## config.mk

```make
export PLATFORM = sky130hd
export DESIGN_NAME = pwm_bank
export DESIGN_NICKNAME = d
export VERILOG_FILES = /design/src/rtl/pwm_bank_pkg.sv /design/src/rtl/pwm_bank_regs.sv /design/src/rtl/pwm_bank_timebase.sv /design/src/rtl/pwm_bank_chan.sv /design/src/rtl/pwm_bank.sv
export SDC_FILE = /design/constraint.sdc
export NUM_CORES = 1
export LEC_CHECK = 0
export ABC_CLOCK_PERIOD_IN_PS = 3700
export BUFFER_PORTS_ARGS = -buffer_cell sky130_fd_sc_hd__buf_2
export CAP_MARGIN = 5
export CORE_MARGIN = 4
export CORE_UTILIZATION = 50
export DETAILED_ROUTE_END_ITERATION = 12
export GPL_TIMING_DRIVEN = 0
export PLACE_DENSITY = 0.66
export SYNTH_ARGS = -nofsm -noshare
export SYNTH_HDL_FRONTEND = slang
export SYNTH_SLANG_ARGS = --single-unit
```

## constraint.sdc

```tcl
create_clock -name clk -period 3.7 [get_ports clk]
set_clock_uncertainty 0.2 [all_clocks]
set_input_delay 0.185 -clock clk [delete_from_list [all_inputs] [get_ports clk]]
set_output_delay 0.185 -clock clk [all_outputs]
set_load 0.02 [all_outputs]
```

## src/rtl/pwm_bank_pkg.sv

```systemverilog
package pwm_bank_pkg;
  localparam int ADDR_W = 5;

  // register map
  localparam logic [ADDR_W-1:0] A_PERIOD = 5'h00;
  localparam logic [ADDR_W-1:0] A_DUTY   = 5'h08;
  localparam logic [ADDR_W-1:0] A_SEL    = 5'h10;
  localparam logic [ADDR_W-1:0] A_CTRL   = 5'h12;
  localparam logic [ADDR_W-1:0] A_PIN    = 5'h18;

  localparam int RUN_BIT      = 1;
  localparam int PIN_GPIO_BIT = 7;
  localparam logic [7:0] PIN_RST = 8'h80;
endpackage

```

## src/rtl/pwm_bank_regs.sv

```systemverilog
module pwm_bank_regs
  import pwm_bank_pkg::*;
#(
  parameter int NUM_CH     = 8,
  parameter int NUM_TB     = 4,
  parameter int DATA_W     = 8,
  parameter int PERIOD_RST = 200,
  parameter int SEL_W      = $clog2(NUM_TB)
) (
  input  logic                              clk,
  input  logic                              rst,
  input  logic                              wr_en,
  input  logic [ADDR_W-1:0]                 wr_addr,
  input  logic [DATA_W-1:0]                 wr_data,
  input  logic [ADDR_W-1:0]                 rd_addr,
  output logic [DATA_W-1:0]                 rd_data,
  output logic [NUM_TB-1:0][DATA_W-1:0]     period,
  output logic [NUM_CH-1:0][DATA_W-1:0]     duty,
  output logic [NUM_CH*SEL_W-1:0]           sel_flat,
  output logic                              run,
  output logic [NUM_CH-1:0]                 pin_gpio
);
  localparam int CH_PER_GRP = DATA_W / SEL_W;
  localparam int NUM_GRP    = (NUM_CH + CH_PER_GRP - 1) / CH_PER_GRP;
  localparam int SEL_BITS   = NUM_GRP * DATA_W;

  logic [SEL_BITS-1:0]               sel_q;
  logic [DATA_W-1:0]                 ctrl_q;
  logic [NUM_CH-1:0][DATA_W-1:0]     pin_q;
  logic [DATA_W-1:0]                 rd_mux;

  always_ff @(posedge clk) begin
    if (rst) begin
      for (int t = 0; t < NUM_TB; t++) period[t] <= DATA_W'(PERIOD_RST);
      for (int c = 0; c < NUM_CH; c++) begin
        duty[c]  <= '0;
        pin_q[c] <= DATA_W'(PIN_RST);
      end
      sel_q  <= '0;
      ctrl_q <= '0;
    end else if (wr_en) begin
      for (int t = 0; t < NUM_TB; t++)
        if (wr_addr == A_PERIOD + ADDR_W'(t)) period[t] <= wr_data;
      for (int c = 0; c < NUM_CH; c++) begin
        if (wr_addr == A_DUTY + ADDR_W'(c)) duty[c]  <= wr_data;
        if (wr_addr == A_PIN + ADDR_W'(c))  pin_q[c] <= wr_data;
      end
      for (int g = 0; g < NUM_GRP; g++)
        if (wr_addr == A_SEL + ADDR_W'(g)) sel_q[g*DATA_W +: DATA_W] <= wr_data;
      if (wr_addr == A_CTRL) ctrl_q <= wr_data;
    end
  end

  always_comb begin
    rd_mux = '0;
    for (int t = 0; t < NUM_TB; t++)
      if (rd_addr == A_PERIOD + ADDR_W'(t)) rd_mux = period[t];
    for (int c = 0; c < NUM_CH; c++) begin
      if (rd_addr == A_DUTY + ADDR_W'(c)) rd_mux = duty[c];
      if (rd_addr == A_PIN + ADDR_W'(c))  rd_mux = pin_q[c];
    end
    for (int g = 0; g < NUM_GRP; g++)
      if (rd_addr == A_SEL + ADDR_W'(g)) rd_mux = sel_q[g*DATA_W +: DATA_W];
    if (rd_addr == A_CTRL) rd_mux = ctrl_q;
  end

  always_ff @(posedge clk) begin
    if (rst) rd_data <= '0;
    else     rd_data <= rd_mux;
  end

  assign sel_flat = sel_q[NUM_CH*SEL_W-1:0];
  assign run      = ctrl_q[RUN_BIT];

  generate
    for (genvar c = 0; c < NUM_CH; c++) begin : g_pin
      assign pin_gpio[c] = pin_q[c][PIN_GPIO_BIT];
    end
  endgenerate
endmodule

```

## src/rtl/pwm_bank_timebase.sv

```systemverilog
module pwm_bank_timebase #(
  parameter int W = 8
) (
  input  logic         clk,
  input  logic         rst,
  input  logic         adv,
  input  logic [W-1:0] period,
  output logic [W-1:0] cnt,
  output logic         wrap
);
  // wrap on reaching (or having passed) the period, so a lowered period recovers at once
  assign wrap = adv && (cnt >= period);

  always_ff @(posedge clk) begin
    if (rst)       cnt <= '0;
    else if (wrap) cnt <= '0;
    else if (adv)  cnt <= cnt + W'(1);
  end
endmodule

```

## src/rtl/pwm_bank_chan.sv

```systemverilog
module pwm_bank_chan #(
  parameter int NUM_TB = 4,
  parameter int W      = 8,
  parameter int SEL_W  = $clog2(NUM_TB)
) (
  input  logic                       clk,
  input  logic                       rst,
  input  logic [SEL_W-1:0]           sel,
  input  logic [NUM_TB-1:0][W-1:0]   cnt_all,
  input  logic [NUM_TB-1:0][W-1:0]   period_all,
  input  logic [NUM_TB-1:0]          wrap_all,
  input  logic [W-1:0]               duty_staged,
  input  logic                       gpio_mode,
  output logic                       out_q,
  output logic                       oe_q
);
  logic [W-1:0] duty_act;
  logic [W-1:0] cnt_s;
  logic [W-1:0] per_s;
  logic         wrap_s;
  logic         level;

  assign cnt_s  = cnt_all[sel];
  assign per_s  = period_all[sel];
  assign wrap_s = wrap_all[sel];

  always_ff @(posedge clk) begin
    if (rst)         duty_act <= '0;
    else if (wrap_s) duty_act <= duty_staged;
  end

  always_comb begin
    if (duty_act == '0)         level = 1'b0;
    else if (duty_act >= per_s) level = 1'b1;
    else                        level = (cnt_s < duty_act);
  end

  always_ff @(posedge clk) begin
    if (rst) begin
      out_q <= 1'b0;
      oe_q  <= 1'b0;
    end else begin
      out_q <= !gpio_mode && level;
      oe_q  <= !gpio_mode;
    end
  end
endmodule

```

## src/rtl/pwm_bank.sv

```systemverilog
module pwm_bank
  import pwm_bank_pkg::*;
#(
  parameter int NUM_CH     = 8,
  parameter int NUM_TB     = 4,
  parameter int DATA_W     = 8,
  parameter int PERIOD_RST = 200
) (
  input  logic                clk,
  input  logic                rst,
  input  logic                tick,
  input  logic                wr_en,
  input  logic [ADDR_W-1:0]   wr_addr,
  input  logic [DATA_W-1:0]   wr_data,
  input  logic [ADDR_W-1:0]   rd_addr,
  output logic [DATA_W-1:0]   rd_data,
  output logic [NUM_CH-1:0]   pwm_out,
  output logic [NUM_CH-1:0]   pwm_oe
);
  localparam int SEL_W = $clog2(NUM_TB);

  logic [NUM_TB-1:0][DATA_W-1:0] period;
  logic [NUM_CH-1:0][DATA_W-1:0] duty;
  logic [NUM_CH*SEL_W-1:0]       sel_flat;
  logic                          run;
  logic [NUM_CH-1:0]             pin_gpio;
  logic [NUM_TB-1:0][DATA_W-1:0] cnt_all;
  logic [NUM_TB-1:0]             wrap_all;
  logic                          adv;

  pwm_bank_regs #(
    .NUM_CH(NUM_CH), .NUM_TB(NUM_TB), .DATA_W(DATA_W),
    .PERIOD_RST(PERIOD_RST), .SEL_W(SEL_W)
  ) u_regs (
    .clk(clk), .rst(rst),
    .wr_en(wr_en), .wr_addr(wr_addr), .wr_data(wr_data),
    .rd_addr(rd_addr), .rd_data(rd_data),
    .period(period), .duty(duty), .sel_flat(sel_flat),
    .run(run), .pin_gpio(pin_gpio)
  );

  assign adv = run && tick;

  generate
    for (genvar t = 0; t < NUM_TB; t++) begin : g_tb
      pwm_bank_timebase #(.W(DATA_W)) u_tb (
        .clk(clk), .rst(rst), .adv(adv), .period(period[t]),
        .cnt(cnt_all[t]), .wrap(wrap_all[t])
      );
    end
    for (genvar c = 0; c < NUM_CH; c++) begin : g_ch
      pwm_bank_chan #(.NUM_TB(NUM_TB), .W(DATA_W), .SEL_W(SEL_W)) u_ch (
        .clk(clk), .rst(rst),
        .sel(sel_flat[c*SEL_W +: SEL_W]),
        .cnt_all(cnt_all), .period_all(period), .wrap_all(wrap_all),
        .duty_staged(duty[c]), .gpio_mode(pin_gpio[c]),
        .out_q(pwm_out[c]), .oe_q(pwm_oe[c])
      );
    end
  endgenerate
endmodule

```

# Yosys cells after proc, flatten, opt, wreduce, memory -nomap -nowiden
# Cells that the tools add are included.
totals:
  reg_bits: 304
  in_bits: 22
  out_inout_bits: 24
  elab_cells: 273
op_classes:
  n_addsub: 4
  order_cmp: 28
  n_eq_ne: 44
  mux: 87
  n_reduce_logical: 58
ops:
  columns: ["cell", "count"]
  rows:
  - ["$mux W8", 39]
  - ["$bmux W8 S2", 16]
  - ["$eq A5 B5 Y1 const B", 22]
  - ["$ge A8 B8 Y1", 12]
  - ["$eq A5 B4 Y1 const B", 16]
  - ["$logic_not A8 Y1", 8]
  - ["$lt A8 B8 Y1", 8]
  - ["$reduce_and A2 Y1", 23]
  - ["$add A8 B1 Y8 const B", 4]
  - ["$lt A2 B3 Y1 const B", 8]
  - ["$mux W1", 24]
  - ["$eq A5 B2 Y1 const B", 4]
  - ["$bmux W1 S2", 8]
  - ["$logic_and A1 B1 Y1", 13]
  - ["$eq A5 B1 Y1 const B", 2]
  - ["$logic_not A5 Y1", 2]
  - ["$logic_not A1 Y1", 8]
  - ["$reduce_or A2 Y1", 4]

# Depth between registers and ports, before layout
# Gate-level depths: netlist (run 1).
depth:
  word_depth: 24
  depth_mapped: 11
  depth_no_buf: 9

# By module
# From an unflattened synthesis (run 1), not the netlist that was laid out.
hier_totals:
  hier_cells: 2164
  area_unflattened_um2: 20535.9
by_module_without_submodules:
  columns: ["module", "instances", "cells_each", "area_per_inst_um2", "seq_area_each_um2"]
  rows:
  - ["pwm_bank_chan", 8, 113, 1161.1, 200.2]
  - ["pwm_bank_regs", 1, 1011, 8898.5, 3843.7]
  - ["pwm_bank_timebase", 4, 62, 585.6, 160.2]
  - ["pwm_bank", 1, 1, 6.3, 0.0]

# Least setup slack after synthesis (run 1)
# Ideal clock, no wire load.
synth_timing:
  path_type: "register -> register"
  start: "register u_regs.sel_q[12], in the netlist u_regs.sel_flat[12]"
  end: "register g_ch[6].u_ch.out_q"
  setup_ps: 115
  arrival_time_ps: 2839
  t_required_ps: 3385
  setup_slack_ps: 546
  path_stages_with_launch: 11
  n_path_buf: 2
  period_less_slack_ps: 3154
  path_cell_list: "dfxtp_1 clkbuf_1 clkbuf_1 mux4_2 ha_1 a21o_1 a211oi_1 a21oi_1 a211oi_1 a211oi_1 a2111oi_0"
synth_between:
  elab_chain_len: 6
  elab_cells_between_ends: 9
  cone_classes: "order compare (2); mux (6); reduce/logical (1)"
synth_rtl:
  columns: ["element", "line_no", "rtl"]
  rows:
  - ["start, declared", "pwm_bank_regs.sv:27", "logic [SEL_BITS-1:0] sel_q;"]
  - ["start signal, assigned by index", "pwm_bank_regs.sv:49", "if (wr_addr == A_SEL + ADDR_W'(g)) sel_q[g*DATA_W +: DATA_W] <= wr_data;"]
  - ["$bmux W8 S2, on equally long branches", "pwm_bank_chan.sv:23, pwm_bank_chan.sv:24", null]
  - ["$mux W8, on equally long branches", "pwm_bank_chan.sv:23, pwm_bank_chan.sv:24", null]
  - ["$lt A8 B8 Y1 or $ge A8 B8 Y1 (tied branches)", "pwm_bank_chan.sv:35, pwm_bank_chan.sv:34", null]
  - ["$mux W1 (*)", "pwm_bank_chan.sv:34", "else if (duty_act >= per_s) level = 1'b1;"]
  - ["$mux W1 (*)", "pwm_bank_chan.sv:33", "if (duty_act == '0) level = 1'b0;"]
  - ["$logic_and A1 B1 Y1 (*)", "pwm_bank_chan.sv:43", "out_q <= !gpio_mode && level;"]
  - ["end signal, assigned", "pwm_bank_chan.sv:43", null]
  - ["end, declared", "pwm_bank_chan.sv:14", "output logic out_q,"]
# Every way passes the cells marked *; elsewhere a longest branch is shown, timed or not. The select of a mux whose other input is x is not followed.
# A chain may end at the register's enable or synchronous reset.

# Worst setup path after layout (run 1)
layout_timing:
  start: "register u_regs.period[3] in the netlist's numbering"
  end: "register g_ch[6].u_ch.duty_act[1]"
layout_between:
  elab_chain_len: 4
layout_rtl:
  columns: ["element", "line_no", "rtl"]
  rows:
  - ["start, declared", "pwm_bank_regs.sv:17", "output logic [NUM_TB-1:0][DATA_W-1:0] period,"]
  - ["start signal, assigned by index", "pwm_bank_regs.sv:43", "if (wr_addr == A_PERIOD + ADDR_W'(t)) period[t] <= wr_data;"]
  - ["$ge A8 B8 Y1", "pwm_bank_timebase.sv:12", "assign wrap = adv && (cnt >= period);"]
  - ["$logic_and A1 B1 Y1", "pwm_bank_timebase.sv:12", null]
  - ["$bmux W1 S2", "pwm_bank_chan.sv:25", "assign wrap_s = wrap_all[sel];"]
  - ["$mux W1 (not written as such)", "pwm_bank_chan.sv:25", null]
  - ["end signal, assigned", "pwm_bank_chan.sv:29", "else if (wrap_s) duty_act <= duty_staged;"]
  - ["end, declared", "pwm_bank_chan.sv:17", "logic [W-1:0] duty_act;"]
# No other way between the ends. The select of a mux whose other input is x is not followed.

==> results by group, run 1 <==
STA
  • Worst max-slew margin expressed relative to the limit: 6.83%
  • Setup Viol. Count Final: 5
  • Transition time at the pin with the least slew margin: 1.40 ns
  • Post-route setup TNS: -0.0895 ns
  • Min Clock Period, post-route: 3.74 ns
  • Maximum clock rate: 267 MHz
  • Hold Slack: 0.0299 ns
  • Number of max-slew violations in the final report: 0
  • Final hold violation count: 0
  • Min setup slack post-route: -0.0441 ns
  • Period utilisation layout: 101%

Logic synthesis
  • Post-synthesis area per instance: 9.05 µm²
  • Share of synthesized flip-flops with an asynchronous set or reset: 0%
  • Post-Synthesis Cells: 2,503
  • Register bit count reported by yosys: 304
  • Portion of the post-synthesis area used by sequential elements: 26.9%
  • Syn. warnings: 0
  • Count of cell types in the netlist: 73
  • Top cells by area, synth: dfxtp_1 (27%), mux4_2 (13%), ha_1 (8.6%)
  • Cell accounting for the most synthesized area: dfxtp_1
  • Share of the synthesized area in the top cell type: 26.9%
  • Primary flip-flop cell chosen by synthesis mapping: dfxtp_1
  • Syn nets: 2,681
  • Synthesized area: 0.0226 mm²
  • Number of flops mapped to enable cells by yosys: 0

Power
  • Maximum vdd drop: 0.310 mV
  • Power density over the cells: 310 mW/mm²
  • Leakage power of the design: 0.00955 µW
  • PnR Total Power: 7790 µW

Critical path
  • Max incr delay on CP: 0.91 ns
  • Data arrival time of the critical path: 4.06 ns
  • Slowest cell on the critical path: dfxtp_1
  • Kind of critical path: flip-flop to flip-flop
  • Maximum net fanout on the critical path: 10
  • Worst Setup End Kind: flip-flop
  • Critical path buffer and inverter count: 2
  • Critical path's top delay family: compound AO/OA/AOI/OAI gates
  • Critical path required time: 4.02 ns
  • Cell-by-cell trace of the critical path: inv_1, ha_1, o21a_1, o21ai_0, o21bai_2, a211o_1, buf_6, a2111o_1, nand4_1
  • Type of element launching the critical path: flip-flop

Run
  • Number of max-capacitance violations reported: 0

GRT
  • Wire length of the first global-routing pass: 151,000 µm
  • Number of antenna violations at the first check in global routing: 4
  • Met2 capacity usage during global routing: 59.5%
  • Most Crowded Layer GR: met2
  • Residual overflow from global routing: 0
  • Number of global-route vias before repair: 21,600
  • Fraction of met3 tracks used by global routing: 17.2%
  • Largest net degree at the start of global routing: 14
  • Met1 Resource Use GR: 51.2%
  • Combined global-route utilization of all metal layers: 41.4%

Clock tree
  • Num Clock Sinks: 304
  • Clock transition time at the flip-flop clock pins of the worst setup and hold paths: 0.06 ns
  • Clock tree from TritonCTS: done
  • Clock Tree Root: clkbuf_16
  • Number of buffers inserted during clock tree synthesis: 38
  • Maximum root-to-sink buffer count: 3
  • Clock latency reported for the late side of the worst-skew pair: 0.59 ns
  • Maximum level of the CTS H-tree: 2

Floorplan
  • I/O pin cnt: 46
  • Die area: 0.0488 mm²
  • CORE AREA: 0.0445 mm²
  • Starting utilization of the core area: 50.9%
  • Row Count: 77
  • Die H: 221 µm
  • Die width: 221 µm

Drt
  • Antenna Nets Post-Route: 0
  • Sum of routed wire length over all layers: 105,000 µm
  • Total number of vias: 22,700
  • Routed length per placed instance: 32.7 µm
  • Via density per instance: 7.06
  • Detailed router's first-iteration violation count: 3,227
  • DRC: 0
  • First-pass detailed-route iteration total: 8

Placed design
  • HPWL after detailed placement: 77,600 µm
  • Post-Place Cells: 3,138
  • Final GP Congestion: 1.05
  • Port Buffers: 43

Finish
  • Final design utilization: 56.5%
  • Nets: 2,772
  • Share of final-layout standard cells stronger than drive strength 1: 13.6%
  • Area grow syn2layout: 11.0%
  • Post-Layout Cell Count: 3,219

Outcome
  • Violations in the final reports: negative setup slack
  • Run status: complete, but fails checks

Worst hold path
  • Hold crit path type: primary input to flip-flop
## sequential cells by signal (all words and copies together) (netlist names)
| name | flops |
|---|---|
| g_ch.u_ch.duty_act | 64 |
| u_regs.duty | 64 |
| u_regs.pin_q | 56 |
| g_tb.u_tb.cnt | 32 |
| u_regs.period | 32 |
| u_regs.sel_flat | 16 |
| g_ch.u_ch.oe_q | 8 |
| g_ch.u_ch.out_q | 8 |
| u_regs.ctrl_q | 8 |
| u_regs.pin_gpio | 8 |
| u_regs.rd_data | 8 |
## Yosys cell counts, types with 10 or more instances
cell type    n
nand3_1    104
o21ai_0     66
mux2i_1    172
a311o_1     12
a21oi_1     88
o31a_1      13
nor2_1     203
or4_1       64
a21o_1      20
nand2b_1    15
o2111ai_1   48
dfxtp_1    304
ha_1       156
buf_2       31
buf_1       39
xor2_1      24
a211oi_2    16
a22oi_1     36
and3_1      13
a211o_1     16
mux4_2     130
a221oi_1    10
nor3b_1     64
inv_1      178
nor3_1      51
nor2b_1     21
buf_4       17
nand2_1    132
nand4_1     96
a2111o_1    64
clkbuf_1   170
## where the power goes
part           switching (µW)  internal [µW]
combinational             415            129
sequential               39.5           3290
clock                    1660           2260
## path summary, 6_finish.rpt
kind	startpoint	endpoint	slack (ns)	cells past startpoint
worst max-delay path	u_regs.period[3]	g_ch[6].u_ch.duty_act[1]	-0.04	9
worst min-delay path	wr_addr[0]	u_regs.pin_q[44]	0.03	5
worst max register to register	u_regs.period[3]	g_ch[6].u_ch.duty_act[1]	-0.04	9
worst min register to register	u_regs.pin_q[10]	u_regs.pin_q[10]	0.29	2
## stage by stage
stage | setup WS [ns] | cell area (µm²)
after floorplan | 0.546 | 22600
after global placement | -0.265 | 23600
after detailed placement | -0.383 | 23600
after CTS | 0.000346 | 25000
after global routing | -0.00245 | 25100
final | -0.0441 | 25100
## what timing repair did
action	4_1_cts	5_1_grt
endpoints found under the hold margin	24	0
hold buffers	8	0
gates resized for setup	8	44
endpoints found under the setup margin	51	65
pin swaps	0	3
buffers inserted	0	2
## metal layers
layer	part of all wire [%]	wire length, µm	vias to the layer above
met5	0.16	172	-
met4	8.4	8830	10
met3	15	15500	462
met2	41	42900	1829
met1	36	38000	10800
li1	-	-	9592
## worst reg2reg max path: cells and delay by family (launching register included)
family	cells	cell delay, ns
buffers and inverters	2	0.55
AOI/OAI and AO/OA	5	1.57
DFF	1	0.91
adders and majority gates	1	0.36
and+or+nand+nor	1	0.09
## layout make-up
cell class,count,area [µm²]
clock inverter,16,218
inverter,179,672
fill,4130,19400
tap,592,741
antenna,4,10.0
sequential,304,6090
clock buffer,53,1070
multi-input combinational,1754,14800
timing repair buffer,54,328
buffer,263,1190
## kinds of logic after synthesis
family	synth area share, %
buffers and inverters	8.10
muxes	20.7
adders and majority gates	8.62
DFF	26.9
and+or+nand+nor	18.3
xor gates and xnor gates	1.08
AOI/OAI and AO/OA	16.4
## placed cells by master, fill, tap and decap left out, types with 66 or more instances in the layout
cell / count
nor2_1: 203
nand4_1: 96
a21oi_1: 88
mux4_2: 130
nand2_1: 132
inv_1: 178
dfxtp_1: 300
clkbuf_1: 162
mux2i_1: 172
ha_1: 156
nand3_1: 104
buf_2: 78
o21ai_0: 66
Power figures use the tool's default switching activity.
==> inputs of run 2 (changes only) <==
- ABC_CLOCK_PERIOD_IN_PS: 3700 -> 4100
- REMOVE_ABC_BUFFERS: default -> 1
- clock period: 3.7 -> 4.1 ns (I/O delays scaled with it)
==> results by group, run 2 (same netlist as run 1, synthesis figures left out) <==
Placed design
  • Final GP Congestion: 0.995
  • Post-detailed-placement cell area: 0.0228 mm²
  • Post-placement setup slack: 0.229 ns
  • HPWL after detailed placement: 56,600 µm
  • Post-Place Cells: 2,888
  • Port Buffers: 45

Worst hold path
  • Hold crit path type: primary input to flip-flop

STA
  • Maximum clock rate: 252 MHz
  • Transition time at the pin with the least slew margin: 1.32 ns
  • Final hold violation count: 0
  • Number of max-slew violations in the final report: 0
  • Unrepaired setup endpoints after global routing: false
  • Min setup slack post-route: 0.129 ns
  • Setup Viol. Count Final: 0
  • Min Clock Period, post-route: 3.97 ns
  • Worst max-slew margin expressed relative to the limit: 11.7%
  • Period utilisation layout: 96.8%
  • Hold Slack: 0.0350 ns

Power
  • PnR Total Power: 6890 µW
  • Power density over the cells: 285 mW/mm²
  • Leakage power of the design: 0.00912 µW
  • Maximum vdd drop: 0.334 mV

Critical path
  • Slowest cell on the critical path: a211oi_2
  • Max incr delay on CP: 0.98 ns
  • Cell-by-cell trace of the critical path: inv_1, ha_1, nand2b_1, a2111oi_1, o21bai_2, a211oi_2, or4_1, nand4_1
  • Data arrival time of the critical path: 4.20 ns
  • Worst Setup End Kind: flip-flop
  • Critical path required time: 4.33 ns
  • Maximum net fanout on the critical path: 16
  • Critical path buffer and inverter count: 1
  • Kind of critical path: flip-flop to flip-flop
  • Critical path's top delay family: compound AO/OA/AOI/OAI gates
  • Type of element launching the critical path: flip-flop

Finish
  • Post-Layout Cell Count: 2,962
  • Share of final-layout standard cells stronger than drive strength 1: 13.0%
  • Number of inserted diodes: 0
  • Area grow syn2layout: 6.63%
  • Combined flip-flop and latch cell area: 0.00610 mm²
  • Commonest non-fill, non-tap cell in the layout: dfxtp_1
  • Nets: 2,521
  • Filler Cell Count: 4,047
  • Multi-input combinational cell area: 0.0147 mm²
  • Most used cells in the layout excluding fill and tap cells: dfxtp_1 (295), nor2_1 (202), inv_1 (177)
  • Largest registers ranked by flip-flop count: g_ch.u_ch.duty_act: 64 flops, u_regs.duty: 64 flops, u_regs.pin_q: 56 flops
  • Finished layout cell area: 0.0241 mm²

Drt
  • Via density per instance: 6.98
  • Antenna Nets Post-Route: 0
  • Routed length per placed instance: 27.8 µm
  • Total number of vias: 20,700
  • Sum of routed wire length over all layers: 82,500 µm
  • Detailed router's first-iteration violation count: 2,958
  • DRC: 0
  • First-pass detailed-route iteration total: 6

GRT
  • Number of global-route vias before repair: 19,300
  • Number of antenna violations at the first check in global routing: 0
  • Wire length of the first global-routing pass: 124,000 µm
  • Combined global-route utilization of all metal layers: 32.4%
  • Largest net degree at the start of global routing: 139
  • Residual overflow from global routing: 0

Clock tree
  • Maximum level of the CTS H-tree: 2
  • Buffer count from post-CTS setup fixing: 0
  • Clock tree from TritonCTS: done
  • Maximum root-to-sink buffer count: 3
  • Num Clock Sinks: 304
  • Clock Tree Root: clkbuf_16
  • Number of buffers inserted during clock tree synthesis: 38
  • Clock transition time at the flip-flop clock pins of the worst setup and hold paths: 0.06 ns
  • Clock latency reported for the late side of the worst-skew pair: 0.57 ns

Floorplan
  • CORE AREA: 0.0445 mm²
  • Die area: 0.0488 mm²
  • Starting utilization of the core area: 50.9%
  • Die H: 221 µm
  • I/O pin cnt: 46
  • Die width: 221 µm
  • Row Count: 77

Run
  • Number of max-capacitance violations reported: 0

Outcome
  • Run status: completed
==> run 2: cell count changes in the layout (fill, tap and decap cells not counted), sizes merged <==
cell	previous run	this run
clkbuf	219	50
buf	141	60
diode	4	0
clkinv	8	11
clkdlybuf4s15	2	0
dlygate4sd3	8	6
inv	181	179
bufinv	3	4
clkinvlp	3	2
==> run 2: timing repair <==
action	CTS	global route
gates resized for setup	0	2
hold buffers	6	0
endpoints found under the hold margin	88	0
endpoints found under the setup margin	0	51
==> run 2: area by class of cell <==
class | instances | share of cell area [%]
Clock inverter | 17 | 0.912
Multi-Input combinational cell | 1754 | 61.1
Clock buffer | 50 | 4.37
Inverter | 179 | 2.78
Tap cell | 592 | 3.07
Timing Repair Buffer | 66 | 2.53
Sequential cell | 304 | 25.3
==> run 2: path summary, 6_finish.rpt <==
check	startpoint	endpoint	slack [ns]	depth (start not counted)
setup / recovery	g_tb[1].u_tb.cnt[0]	g_ch[0].u_ch.duty_act[1]	0.13	8
hold / removal	wr_data[1]	u_regs.period[1]	0.04	3
setup reg to reg	g_tb[1].u_tb.cnt[0]	g_ch[0].u_ch.duty_act[1]	0.13	8
hold reg to reg	u_regs.pin_q[12]	u_regs.pin_q[12]	0.29	2
==> run 2: routing by layer <==
layer  wire, µm  vias up  share of wire [%]  GRT usage (%)
met1      32200     9924                 39           44.0
met4       4900        0                5.9           15.5
met5          0        -                  0              0
met2      35400     1367                 43           48.6
li1           -     9105                  -              -
met3      10000      292                 12           8.32
==> run 2: power breakdown <==
part / internal, µW / switching [µW] / leakage [µW]
Combinational: 105 / 275 / 0.00604
Clock: 2080 / 1420 / 0.000627
Sequential: 2970 / 40.7 / 0.00246
Total: 5150 / 1740 / 0.00912
==> run 2: worst min-delay path, cell delays in order <==
cell	delay [ns]
buf_2	0.31
nand3_1	0.15
a21oi_1	0.06
==> run 2: metrics by stage <==
step	TNS (ns)	util (%)
3_5_place_dp	0	51.2
5_1_grt	0	54.2
2_1_floorplan	0	-
4_1_cts	0	54.2
3_3_place_gp	-823.00	50.4
6_report	0	54.2
